[src/rtl/i2c_wr_front_pkg.sv]
package i2c_wr_front_pkg;
  localparam int BYTE_W  = 8;
  localparam int CODE_W  = 4;
  localparam int BLK_W   = 3;
  localparam int WORD_W  = 8;
  localparam int ADDR_W  = BLK_W + WORD_W;
  localparam int BITCNT_W = $clog2(BYTE_W + 1);

  typedef enum logic [1:0] {
    FE_IDLE  = 2'd0,
    FE_CTRL  = 2'd1,
    FE_WADDR = 2'd2,
    FE_DATA  = 2'd3
  } fe_state_t;
endpackage

[src/rtl/fe_line_sync.sv]
module fe_line_sync #(
  parameter int STAGES = 2
) (
  input  logic clk,
  input  logic rst_n,
  input  logic scl_i,
  input  logic sda_i,
  output logic sda_s,
  output logic scl_rise,
  output logic scl_fall,
  output logic start_det,
  output logic stop_det
);
  logic [STAGES-1:0] scl_ff, sda_ff;
  logic scl_q, sda_q;
  logic scl_cur;

  generate
    if (STAGES == 1) begin : g_one
      always_ff @(posedge clk or negedge rst_n) begin
        if (!rst_n) begin
          scl_ff <= '1;
          sda_ff <= '1;
        end else begin
          scl_ff <= scl_i;
          sda_ff <= sda_i;
        end
      end
    end else begin : g_chain
      always_ff @(posedge clk or negedge rst_n) begin
        if (!rst_n) begin
          scl_ff <= '1;
          sda_ff <= '1;
        end else begin
          scl_ff <= {scl_ff[STAGES-2:0], scl_i};
          sda_ff <= {sda_ff[STAGES-2:0], sda_i};
        end
      end
    end
  endgenerate

  always_ff @(posedge clk or negedge rst_n) begin
    if (!rst_n) begin
      scl_q <= 1'b1;
      sda_q <= 1'b1;
    end else begin
      scl_q <= scl_ff[STAGES-1];
      sda_q <= sda_ff[STAGES-1];
    end
  end

  assign scl_cur   = scl_ff[STAGES-1];
  assign sda_s     = sda_ff[STAGES-1];
  assign scl_rise  = scl_cur & ~scl_q;
  assign scl_fall  = ~scl_cur & scl_q;
  assign start_det = scl_cur & scl_q & sda_q & ~sda_s;
  assign stop_det  = scl_cur & scl_q & ~sda_q & sda_s;
endmodule

[src/rtl/fe_byte_rx.sv]
module fe_byte_rx
  import i2c_wr_front_pkg::*;
(
  input  logic              clk,
  input  logic              rst_n,
  input  logic              sda_s,
  input  logic              scl_rise,
  input  logic              scl_fall,
  input  logic              start_det,
  input  logic              stop_det,
  output logic              byte_done,
  output logic [BYTE_W-1:0] byte_val,
  output logic              ack_slot,
  output logic              ack_end
);
  logic [BYTE_W-2:0]   shreg_q, shreg_n;
  logic [BITCNT_W-1:0] cnt_q, cnt_n;
  logic                slot_q, slot_n;

  assign byte_done = scl_rise & ~slot_q & (cnt_q == BITCNT_W'(BYTE_W - 1));
  assign byte_val  = {shreg_q, sda_s};
  assign ack_slot  = slot_q;
  assign ack_end   = scl_fall & slot_q;

  always_comb begin
    shreg_n = shreg_q;
    cnt_n   = cnt_q;
    slot_n  = slot_q;
    if (start_det || stop_det) begin
      cnt_n  = '0;
      slot_n = 1'b0;
    end else if (scl_rise && !slot_q && cnt_q < BITCNT_W'(BYTE_W)) begin
      shreg_n = byte_val[BYTE_W-2:0];
      cnt_n   = cnt_q + 1'b1;
    end else if (scl_fall && slot_q) begin
      slot_n = 1'b0;
    end else if (scl_fall && cnt_q == BITCNT_W'(BYTE_W)) begin
      slot_n = 1'b1;
      cnt_n  = '0;
    end
  end

  always_ff @(posedge clk or negedge rst_n) begin
    if (!rst_n) begin
      shreg_q <= '0;
      cnt_q   <= '0;
      slot_q  <= 1'b0;
    end else begin
      shreg_q <= shreg_n;
      cnt_q   <= cnt_n;
      slot_q  <= slot_n;
    end
  end
endmodule

[src/rtl/fe_wr_ctrl.sv]
module fe_wr_ctrl
  import i2c_wr_front_pkg::*;
#(
  parameter logic [CODE_W-1:0] DEV_CODE = 4'b1010,
  parameter int                PAGE_W   = 4
) (
  input  logic              clk,
  input  logic              rst_n,
  input  logic              start_det,
  input  logic              stop_det,
  input  logic              byte_done,
  input  logic [BYTE_W-1:0] byte_val,
  input  logic              ack_end,
  input  logic              busy_i,
  output logic              ack_pend,
  output logic              wr_valid,
  output logic [ADDR_W-1:0] wr_addr,
  output logic [BYTE_W-1:0] wr_data,
  output logic              wr_commit
);
  fe_state_t           state_q, state_n;
  logic [BLK_W-1:0]    blk_q, blk_n;
  logic [WORD_W-1:0]   ptr_q, ptr_n;
  logic                seen_q, seen_n;
  logic                ack_q, ack_n;
  logic                val_n, com_n;
  logic [ADDR_W-1:0]   addr_n;
  logic [BYTE_W-1:0]   data_n;
  logic                ctrl_ok;
  logic [PAGE_W-1:0]   page_lo;

  assign ctrl_ok = (byte_val[BYTE_W-1 -: CODE_W] == DEV_CODE) &&
                   !byte_val[0] && !busy_i;
  assign page_lo = ptr_q[PAGE_W-1:0] + PAGE_W'(1);

  always_comb begin
    state_n = state_q;
    blk_n   = blk_q;
    ptr_n   = ptr_q;
    seen_n  = seen_q;
    ack_n   = ack_q;
    val_n   = 1'b0;
    com_n   = 1'b0;
    addr_n  = wr_addr;
    data_n  = wr_data;
    if (ack_end) ack_n = 1'b0;
    if (start_det) begin
      state_n = FE_CTRL;
      seen_n  = 1'b0;
      ack_n   = 1'b0;
    end else if (stop_det) begin
      com_n   = (state_q == FE_DATA) && seen_q;
      state_n = FE_IDLE;
      seen_n  = 1'b0;
      ack_n   = 1'b0;
    end else if (byte_done) begin
      unique case (state_q)
        FE_CTRL: begin
          if (ctrl_ok) begin
            blk_n   = byte_val[BLK_W:1];
            ack_n   = 1'b1;
            state_n = FE_WADDR;
          end else begin
            state_n = FE_IDLE;
          end
        end
        FE_WADDR: begin
          ptr_n   = byte_val;
          ack_n   = 1'b1;
          state_n = FE_DATA;
        end
        FE_DATA: begin
          val_n  = 1'b1;
          addr_n = {blk_q, ptr_q};
          data_n = byte_val;
          ptr_n  = {ptr_q[WORD_W-1:PAGE_W], page_lo};
          ack_n  = 1'b1;
          seen_n = 1'b1;
        end
        default: ;
      endcase
    end
  end

  always_ff @(posedge clk or negedge rst_n) begin
    if (!rst_n) begin
      state_q   <= FE_IDLE;
      blk_q     <= '0;
      ptr_q     <= '0;
      seen_q    <= 1'b0;
      ack_q     <= 1'b0;
      wr_valid  <= 1'b0;
      wr_commit <= 1'b0;
      wr_addr   <= '0;
      wr_data   <= '0;
    end else begin
      state_q   <= state_n;
      blk_q     <= blk_n;
      ptr_q     <= ptr_n;
      seen_q    <= seen_n;
      ack_q     <= ack_n;
      wr_valid  <= val_n;
      wr_commit <= com_n;
      wr_addr   <= addr_n;
      wr_data   <= data_n;
    end
  end

  assign ack_pend = ack_q;
endmodule

[src/rtl/i2c_wr_front.sv]
module i2c_wr_front
  import i2c_wr_front_pkg::*;
#(
  parameter logic [CODE_W-1:0] DEV_CODE    = 4'b1010,
  parameter int                SYNC_STAGES = 2,
  parameter int                PAGE_W      = 4
) (
  input  logic              clk,
  input  logic              rst_n,
  input  logic              scl_i,
  input  logic              sda_i,
  input  logic              busy_i,
  output logic              sda_oe,
  output logic              wr_valid,
  output logic [ADDR_W-1:0] wr_addr,
  output logic [BYTE_W-1:0] wr_data,
  output logic              wr_commit
);
  logic sda_s, scl_rise, scl_fall, start_det, stop_det;
  logic byte_done, ack_slot, ack_end, ack_pend;
  logic [BYTE_W-1:0] byte_val;

  fe_line_sync #(.STAGES(SYNC_STAGES)) u_sync (
    .clk(clk), .rst_n(rst_n), .scl_i(scl_i), .sda_i(sda_i),
    .sda_s(sda_s), .scl_rise(scl_rise), .scl_fall(scl_fall),
    .start_det(start_det), .stop_det(stop_det)
  );

  fe_byte_rx u_rx (
    .clk(clk), .rst_n(rst_n), .sda_s(sda_s),
    .scl_rise(scl_rise), .scl_fall(scl_fall),
    .start_det(start_det), .stop_det(stop_det),
    .byte_done(byte_done), .byte_val(byte_val),
    .ack_slot(ack_slot), .ack_end(ack_end)
  );

  fe_wr_ctrl #(.DEV_CODE(DEV_CODE), .PAGE_W(PAGE_W)) u_ctrl (
    .clk(clk), .rst_n(rst_n), .start_det(start_det), .stop_det(stop_det),
    .byte_done(byte_done), .byte_val(byte_val), .ack_end(ack_end),
    .busy_i(busy_i), .ack_pend(ack_pend), .wr_valid(wr_valid),
    .wr_addr(wr_addr), .wr_data(wr_data), .wr_commit(wr_commit)
  );

  assign sda_oe = ack_pend & ack_slot;
endmodule

[config.mk]
export PLATFORM = sky130hd
export DESIGN_NAME = i2c_wr_front
export DESIGN_NICKNAME = d
export VERILOG_FILES = /design/src/rtl/i2c_wr_front_pkg.sv /design/src/rtl/fe_line_sync.sv /design/src/rtl/fe_byte_rx.sv /design/src/rtl/fe_wr_ctrl.sv /design/src/rtl/i2c_wr_front.sv
export SDC_FILE = /design/constraint.sdc
export NUM_CORES = 1
export LEC_CHECK = 0
export ABC_CLOCK_PERIOD_IN_PS = 7000
export CAP_MARGIN = 10
export CORE_MARGIN = 10
export CORE_UTILIZATION = 30
export CTS_CLUSTER_SIZE = 12
export DETAILED_ROUTE_END_ITERATION = 16
export RECOVER_POWER = 50
export SYNTH_ARGS = -nofsm -noshare
export SYNTH_HDL_FRONTEND = slang
export SYNTH_HIERARCHICAL = 1
export SYNTH_SLANG_ARGS = --single-unit
[constraint.sdc]
create_clock -name clk -period 7 [get_ports clk]
set_clock_uncertainty 0.2 [all_clocks]
set_input_delay 0.7 -clock clk [delete_from_list [all_inputs] [get_ports clk]]
set_output_delay 0.7 -clock clk [all_outputs]
set_load 0.005 [all_outputs]
=== Yosys cells after proc, flatten, opt, wreduce, memory -nomap -nowiden ===
Index checks and enable logic that the tools add are counted.

* Memory bits (writable): 0
* Input port bits: 5
* Output and inout port bits: 22
* ROM bits: 0
* Latch bits: 0
* Word-level logic and storage cells: 105
* Flip-flop bits (word level): 54
* Memories: 0

* Equality and inequality tests: 8
* Add/subtract/negate cells: 2
* Bitwise logic cells: 20
* Shift-type cells: 0
* Reductions and logical operators: 27
* $mul: 0
* Magnitude comparators: 1
* Divide/modulo/power cells: 0
* Mux-type cells: 30

{| class="wikitable"
|+ Operator list
! cell !! number
|-
| two-way mux 1 bit || 19
|-
| two-way mux 4 bit || 4
|-
| one-hot mux 8 bit (2 select lines) || 1
|-
| nonzero test 3 bit || 4
|-
| AND 1 bit || 11
|-
| AND reduction 2 bit || 5
|-
| AND reduction 5 bit || 2
|-
| inverter 1 bit || 9
|-
| adder 4 x 1 -> 4 bit, second input constant || 2
|-
| == test 4 bit, second input constant || 2
|-
| two-way mux 2 bit || 4
|-
| AND reduction 4 bit || 2
|-
| logical AND 1 bit || 7
|-
| == test 2 bit, second input constant || 2
|-
| == test 4 x 3 -> 1 bit, second input constant || 1
|-
| < comparator 4 bit, second input constant || 1
|-
| one-hot mux 2 bit (2 select lines) || 1
|-
| nonzero test 4 bit || 1
|-
| zero test 1 bit || 3
|-
| inequality test 3 x 1 -> 1 bit, second input constant || 1
|-
| == test 2 x 1 -> 1 bit, second input constant || 1
|-
| inequality test 2 x 1 -> 1 bit, second input constant || 1
|-
| one-hot mux 1 bit (2 select lines) || 1
|-
| nonzero test 2 bit || 1
|-
| other kinds (2) || 2
|}

=== Depth between registers and ports, before layout ===
Gate-level depths: netlist of the first run.

* Depth in word-level cells: 9
* Depth in mapped cells: 7

=== By module ===
Netlist of the first run, hierarchy kept.

{| class="wikitable"
|+ Modules (own cells, without submodules)
! module !! instances !! area each (um^2) !! sequential area each (um^2) !! cells each
|-
| fe_wr_ctrl || 1 || 1,657.8 || 900.9 || 118
|-
| fe_byte_rx || 1 || 580.6 || 300.3 || 46
|-
| fe_line_sync || 1 || 190.2 || 157.7 || 10
|-
| i2c_wr_front || 1 || 6.3 || 0.0 || 1
|}

=== Worst setup path before layout of the first run ===
OpenSTA, ideal clock, no wires.

* Path type: register -> register
* Start: register u_sync.scl_ff[1]
* End: register u_ctrl.wr_addr[0]
* Cell stages (with the launch flop): 8
* Setup time: 0.125 ns
* Path slack: 4.592 ns
* Arrival time: 2.084 ns
* Required time: 6.675 ns
* Cells stage by stage: dfstp_2 nor2b_1 nor3b_4 and3_2 nor3b_2 and2_4 buf_12 mux2_2

* Elaborated cells on any way between the ends: 11
* Those cells by class: bitwise (10); reduce/logical (1)

{| class="wikitable"
|+ RTL lines
! item !! RTL line !! text
|-
| start: declaration || fe_line_sync.sv:14 || <nowiki>logic [STAGES-1:0] scl_ff, sda_ff;</nowiki>
|-
| start signal: assignment || fe_line_sync.sv:35 || <nowiki>scl_ff <= {scl_ff[STAGES-2:0], scl_i};</nowiki>
|-
| AND 1 bit || fe_line_sync.sv:54 || <nowiki>assign scl_rise = scl_cur & ~scl_q;</nowiki>
|-
| named net scl_rise || i2c_wr_front.sv:19 || <nowiki>logic sda_s, scl_rise, scl_fall, start_det, stop_det;</nowiki>
|-
| AND 1 bit (2 in series) || fe_byte_rx.sv:20 || <nowiki>assign byte_done = scl_rise & ~slot_q & (cnt_q == BITCNT_W'(BYTE_W - 1));</nowiki>
|-
| named net byte_done || i2c_wr_front.sv:20 || <nowiki>logic byte_done, ack_slot, ack_end, ack_pend;</nowiki>
|-
| AND reduction 4 bit (no source line) || n/a ||
|-
| end signal: assignment || fe_wr_ctrl.sv:104 || <nowiki>wr_addr <= addr_n;</nowiki>
|-
| end: declaration || fe_wr_ctrl.sv:17 || <nowiki>output logic [ADDR_W-1:0] wr_addr,</nowiki>
|}

The timed path passes the listed nets, and every way through them passes these cells.
A chain may end at the register's enable or synchronous reset.

==> flow_summary.ini, run 1 <==
[outcome]
status = complete, but fails checks
violations = capacitance limit, slew limit

[run]
drv_cap = 1

[timing]
tightest_slew_ps = 2840
setup_tns_ps = 0
fin_hold_ws_ps = 165
setup_viol = 0
hold_viol_final = 0
fin_crit_ps = 3200
rsz0062_at_grt = no
period_share_pct = 45.7
relSlewSlack_pct = -89.5
max_freq_ghz = 0.312
drv_slew = 55

[synth]
synth.ff_latch_count = 54
yosys.area_share.simple_pct = 15.0
synthXorXnorAreaFrac_pct = 0.360
synth_sequential_area_ratio_pct = 55.8
yosysTopAreaCellShare_pct = 49.3
synthAdderAreaFrac_pct = 3.60
synth_async_sr_flop_share_pct = 100
synth_common_cells = dfrtp_1 (48), mux2_2 (23), mux2_4 (10)
synth_area_um2 = 2430
syn_inst = 175
synthFlopType = dfrtp_1
synth_top_area_cell = dfrtp_1
synth_compound_area_share_pct = 3.85
yosysMostFrequentCell = dfrtp_1
synthTopCellsByArea = dfrtp_1 (49%), mux2_2 (11%), dfstp_2 (6.5%)
syn_nets = 187
synth_top_family_by_area = multiplexers
yosys_warnings = 6
syn_avg_cell_area_um2 = 13.9
synth_edf_count = 0
yosysUniqueCellTypes = 43
synthMuxAreaShare_pct = 18.4

[worst_hold_path]
hold_class = flip-flop to flip-flop
hp-start = u_sync/scl_ff[0]$_DFF_PN1_

[route]
routed_wirelength_mm = 4.41
via_per_inst = 4.61
vias = 1420
drtAntennaViolNets = 0
wl_per_cell_um = 14.3
dr.first_iter.drc_count = 44
drc = 0
dr.pass1.iters = 4

[clocking]
cts_tree = built
cts_made_buffers = 5
hold_buffers = 0
cts.path.max_buffers = 2
htree_levels = 2
clkSlewWorstSetupHoldPaths_ps = 90
cts_resized = 0
post_cts_buffers = 0
root_buffer = clkbuf_8
cts_sinks = 54
clock_latency_ps = 300

[placed_design]
dpl.hpwl_mm = 3.08
port_buffers = 26
place_area_um2 = 2770
place_congestion = 0.752

[floorplan]
core_um2 = 7810
die_w_um = 110
fp.dieH_um = 110
initial_core_util_pct = 31.2
die_area_um2 = 12100
top_level_ports = 27
fp-row-count = 32

[worst_setup_path]
max_stage_delay_ps = 2000
required_ps = 6610
cp.buffers_inverters = 2
worstPathArrival_ps = 2810
cp_max_fo = 54
critPathCaptureType = asynchronous set/reset pin
cp_cell_sequence = buf_2 -> clkbuf_1
cpMaxStageDelayCell = clkbuf_1
reg2reg_from = u_sync/scl_ff[1]$_DFF_PN1_
cp-start-kind = primary input
crit_family = buffers and inverters
cp-startpoint = rst_n
path_class = primary input to asynchronous set/reset pin

[grt]
grt_overflow = 0
grt_pass1_wl_mm = 7.32
grt_pass1_vias = 1423
met2_usage_pct = 11.6
antenna_found_initial = 0
grt_max_degree = 55
top_usage_layer = met2
grt_util_met1_pct = 9.81
met3_usage_pct = 2.50
grtUsageTotal_pct = 7.70

[cells_and_area]
multiInputGateArea_um2 = 1000
n_fill_cell = 761
nets = 217
drive_above_1_share_pct = 27.7
final_area_um2 = 2860
seqCellArea_um2 = 1360
num_antenna_cells = 0
area_delta_synth_final_pct = 17.5

[power_and_ir_drop]
p_leak_nw = 1.29
powerDensity_nw_per_um2 = 220
ir_drop_uv = 80.3
## flip-flops by register name, indices dropped and copies added, names as in the netlist, 2 cells and up
register and flops:
u_ctrl/state_q 2, u_ctrl/blk_q 3, u_rx/cnt_q 4, u_ctrl/wr_data 8, u_ctrl/ptr_q 8, u_sync/sda_ff 2, u_sync/scl_ff 2, u_rx/shreg_q 7
u_ctrl/wr_addr 11
## path summary, 6_finish.rpt
check | slack, ps | to | cells after the start
min in group asynchronous | 1200 | u_rx/cnt_q[3]$_DFFE_PN0P_ | 2
setup reg to reg | 4280 | u_ctrl/wr_addr[1]$_DFFE_PN0P_ | 6
hold / removal | 160 | u_sync/scl_ff[1]$_DFF_PN1_ | 0
setup / recovery | 3800 | u_ctrl/blk_q[0]$_DFFE_PN0P_ | 2
max in group clk | 4280 | u_ctrl/wr_addr[1]$_DFFE_PN0P_ | 6
hold reg to reg | 160 | u_sync/scl_ff[1]$_DFF_PN1_ | 0
## worst register-to-register path, stage by stage (launching register included)
cell,delay (ps)
dfstp_1,570
nor2b_1,170
nor3b_4,370
and3_2,280
nor3b_2,220
and2_4,400
mux2_2,390
## placed cells by master (no fill, tap or decap), types with 3 or more instances in the layout
master,count
dfrtp_1,48
clkdlybuf4s50_1,23
mux2_2,23
mux2_4,10
nor2b_1,8
nand2_1,8
ha_1,7
clkbuf_8,6
inv_1,5
nor2_1,5
nor3_1,5
o21ai_0,4
mux2i_1,4
dfstp_2,4
and4bb_2,3
a211oi_1,3
and4b_1,3
nand3_1,3
## metrics by stage
stage,cells,worst slack (ps),total power [mW],utilization [%]
after floorplan,175,4590,0.424,-
after global placement,300,4380,0.451,35.5
after detailed placement,300,4310,0.454,35.5
after CTS,308,4300,0.641,36.7
after global routing,308,3200,0.667,36.7
final,308,3800,0.631,36.7
## per-layer routing
metal | wire, um | share of wire, %
met5 | 0 | 0
met4 | 61 | 1.4
met3 | 278 | 6.3
met2 | 2020 | 46
met1 | 2050 | 47
## cell families after synthesis
family          Yosys count
compound gates           14
xor+xnor                  1
fa+ha+maj                 7
buf+inv                   9
flops                    54
mux                      37
simple gates             53
## area by class of cell
class | count | area share, %
tap | 102 | 4.46
clock inverter | 1 | 0.306
inverter | 5 | 0.656
sequential | 54 | 47.5
clock buffer | 7 | 3.02
timing repair buffer | 27 | 9.05
multi-input combinational | 112 | 35.0
## power breakdown
group | total (mW) | switching, mW | internal (mW) | leakage, nW
sequential | 0.374 | 0.0331 | 0.341 | 0.713
combinational | 0.0719 | 0.0321 | 0.0398 | 0.531
clock | 0.184 | 0.102 | 0.0820 | 0.0489
Note: power is estimated with default switching activity, not from simulation.
==> inputs of run 2 (changes only) <==
- ABC_CLOCK_PERIOD_IN_PS: 7000 -> 2800
- clock period: 7 -> 2.8 ns (I/O delays scaled with it)
==> flow_summary.ini, run 2 (same netlist as run 1, synthesis figures left out) <==
[cells_and_area]
fin_cells = 311
largest_reg_flops = 11
drive_above_1_share_pct = 28.2
layout_commonest_cell = dfrtp_1
final_area_um2 = 2880
area_delta_synth_final_pct = 18.1
layout_common_cells = dfrtp_1 (48), mux2_2 (23), clkdlybuf4s50_1 (20), mux2_4 (10)
nets = 220
utilization_pct = 36.8
reg_top3 = u_ctrl/wr_addr x11, u_ctrl/ptr_q x8, u_ctrl/wr_data x8
largest_register = u_ctrl/wr_addr
num_antenna_cells = 0

[floorplan]
core_um2 = 7810
fp-row-count = 32
die_w_um = 110
die_area_um2 = 12100
top_level_ports = 27
fp.dieH_um = 110
initial_core_util_pct = 31.2

[power_and_ir_drop]
powerDensity_nw_per_um2 = 534
p_total_mw = 1.53
ir_drop_uv = 190
p_leak_nw = 1.31

[clocking]
post_cts_buffers = 0
root_buffer = clkbuf_8
hold_buffers = 1
cts_tree = built
cts_sinks = 54
clock_latency_ps = 300
cts.path.max_buffers = 2
cts_made_buffers = 5
cts_resized = 0
htree_levels = 2
clkSlewWorstSetupHoldPaths_ps = 90

[worst_setup_path]
cp-start-kind = flip-flop
required_ps = 2800
cp_cell_sequence = nor2b_1 -> nor3b_4 -> and3_2 -> nor3b_2 -> and2_4 -> mux2_2
cp_max_fo = 21
cpMaxStageDelayCell = dfstp_1
worstPathArrival_ps = 2550
path_class = flip-flop to flip-flop
critPathCaptureType = flip-flop
max_stage_delay_ps = 570

[placed_design]
place_area_um2 = 2790
port_buffers = 26
place_congestion = 0.772
dpl.hpwl_mm = 3.21
dp_slack_ps = 290
numPlacedInstances = 302

[route]
via_per_inst = 4.62
dr.pass1.iters = 4
dr.first_iter.drc_count = 52
routed_wirelength_mm = 4.41
drtAntennaViolNets = 0
vias = 1438
drc = 0
wl_per_cell_um = 14.2

[timing]
max_freq_ghz = 0.391
rsz0062_at_grt = no
setup_viol = 0
fin_hold_ws_ps = 165
tightest_slew_ps = 1110
fin_crit_ps = 2560
hold_viol_final = 0
drv_slew = 0
relSlewSlack_pct = 26.0
setup_tns_ps = 0
setup_slack_ps = 243
period_share_pct = 91.3

[run]
drv_cap = 0

[grt]
grt_overflow = 0
antenna_found_initial = 0
grt_pass1_wl_mm = 7.18
grtUsageTotal_pct = 7.54
grt_pass1_vias = 1443
grt_max_degree = 22

[worst_hold_path]
hold_class = flip-flop to flip-flop

[outcome]
status = finished, final reports clean
## run 2: cell types whose count changed in the layout (fill, tap and decap cells not counted), sizes merged
cell           change
dlygate4sd3        +4
clkdlybuf4s50      -3
clkbuf             +1
inv                -1
clkinv             +2
## run 2: final cells by class
class,instances,area [um^2]
multi-input combinational,112,1000
fill,731,4930
clock inverter,2,13.8
timing repair buffer,30,280
clock buffer,6,72.6
inverter,5,18.8
sequential,54,1360
tap,102,128
## run 2: worst max-delay path, delay by kind of cell, from the launching register on
kind	cells	cell delay, ps
DFF	1	570
muxes	1	380
and+or+nand+nor	5	1300
## run 2: where the power goes
group	switching, mW	internal (mW)	leakage [nW]	total (mW)
sequential	0.0768	0.853	0.713	0.930
clock	0.247	0.177	0.0452	0.424
combinational	0.0790	0.102	0.553	0.181
## run 2: path summary, 6_finish.rpt
kind	from	endpoint	slack (ps)	depth (start not counted)
max reg2reg	u_sync/scl_ff[1]$_DFF_PN1_	u_ctrl/wr_data[3]$_DFFE_PN0P_	240	6
min	u_sync/sda_ff[0]$_DFF_PN1_	u_sync/sda_ff[1]$_DFF_PN1_	160	0
min reg2reg	u_sync/sda_ff[0]$_DFF_PN1_	u_sync/sda_ff[1]$_DFF_PN1_	160	0
max	u_sync/scl_ff[1]$_DFF_PN1_	u_ctrl/wr_data[3]$_DFFE_PN0P_	240	6
max in group asynchronous	rst_n	u_rx/cnt_q[3]$_DFFE_PN0P_	710	3
min in group asynchronous	rst_n	u_ctrl/state_q[0]$_DFFE_PN0P_	500	2
## run 2: layer usage
| metal | track usage [%] | wire (um) |
|---|---|---|
| met1 | 9.16 | 1990 |
| met2 | 11.8 | 2070 |
| met3 | 2.55 | 263 |
| met4 | 3.58 | 80 |
| met5 | 0 | 0 |
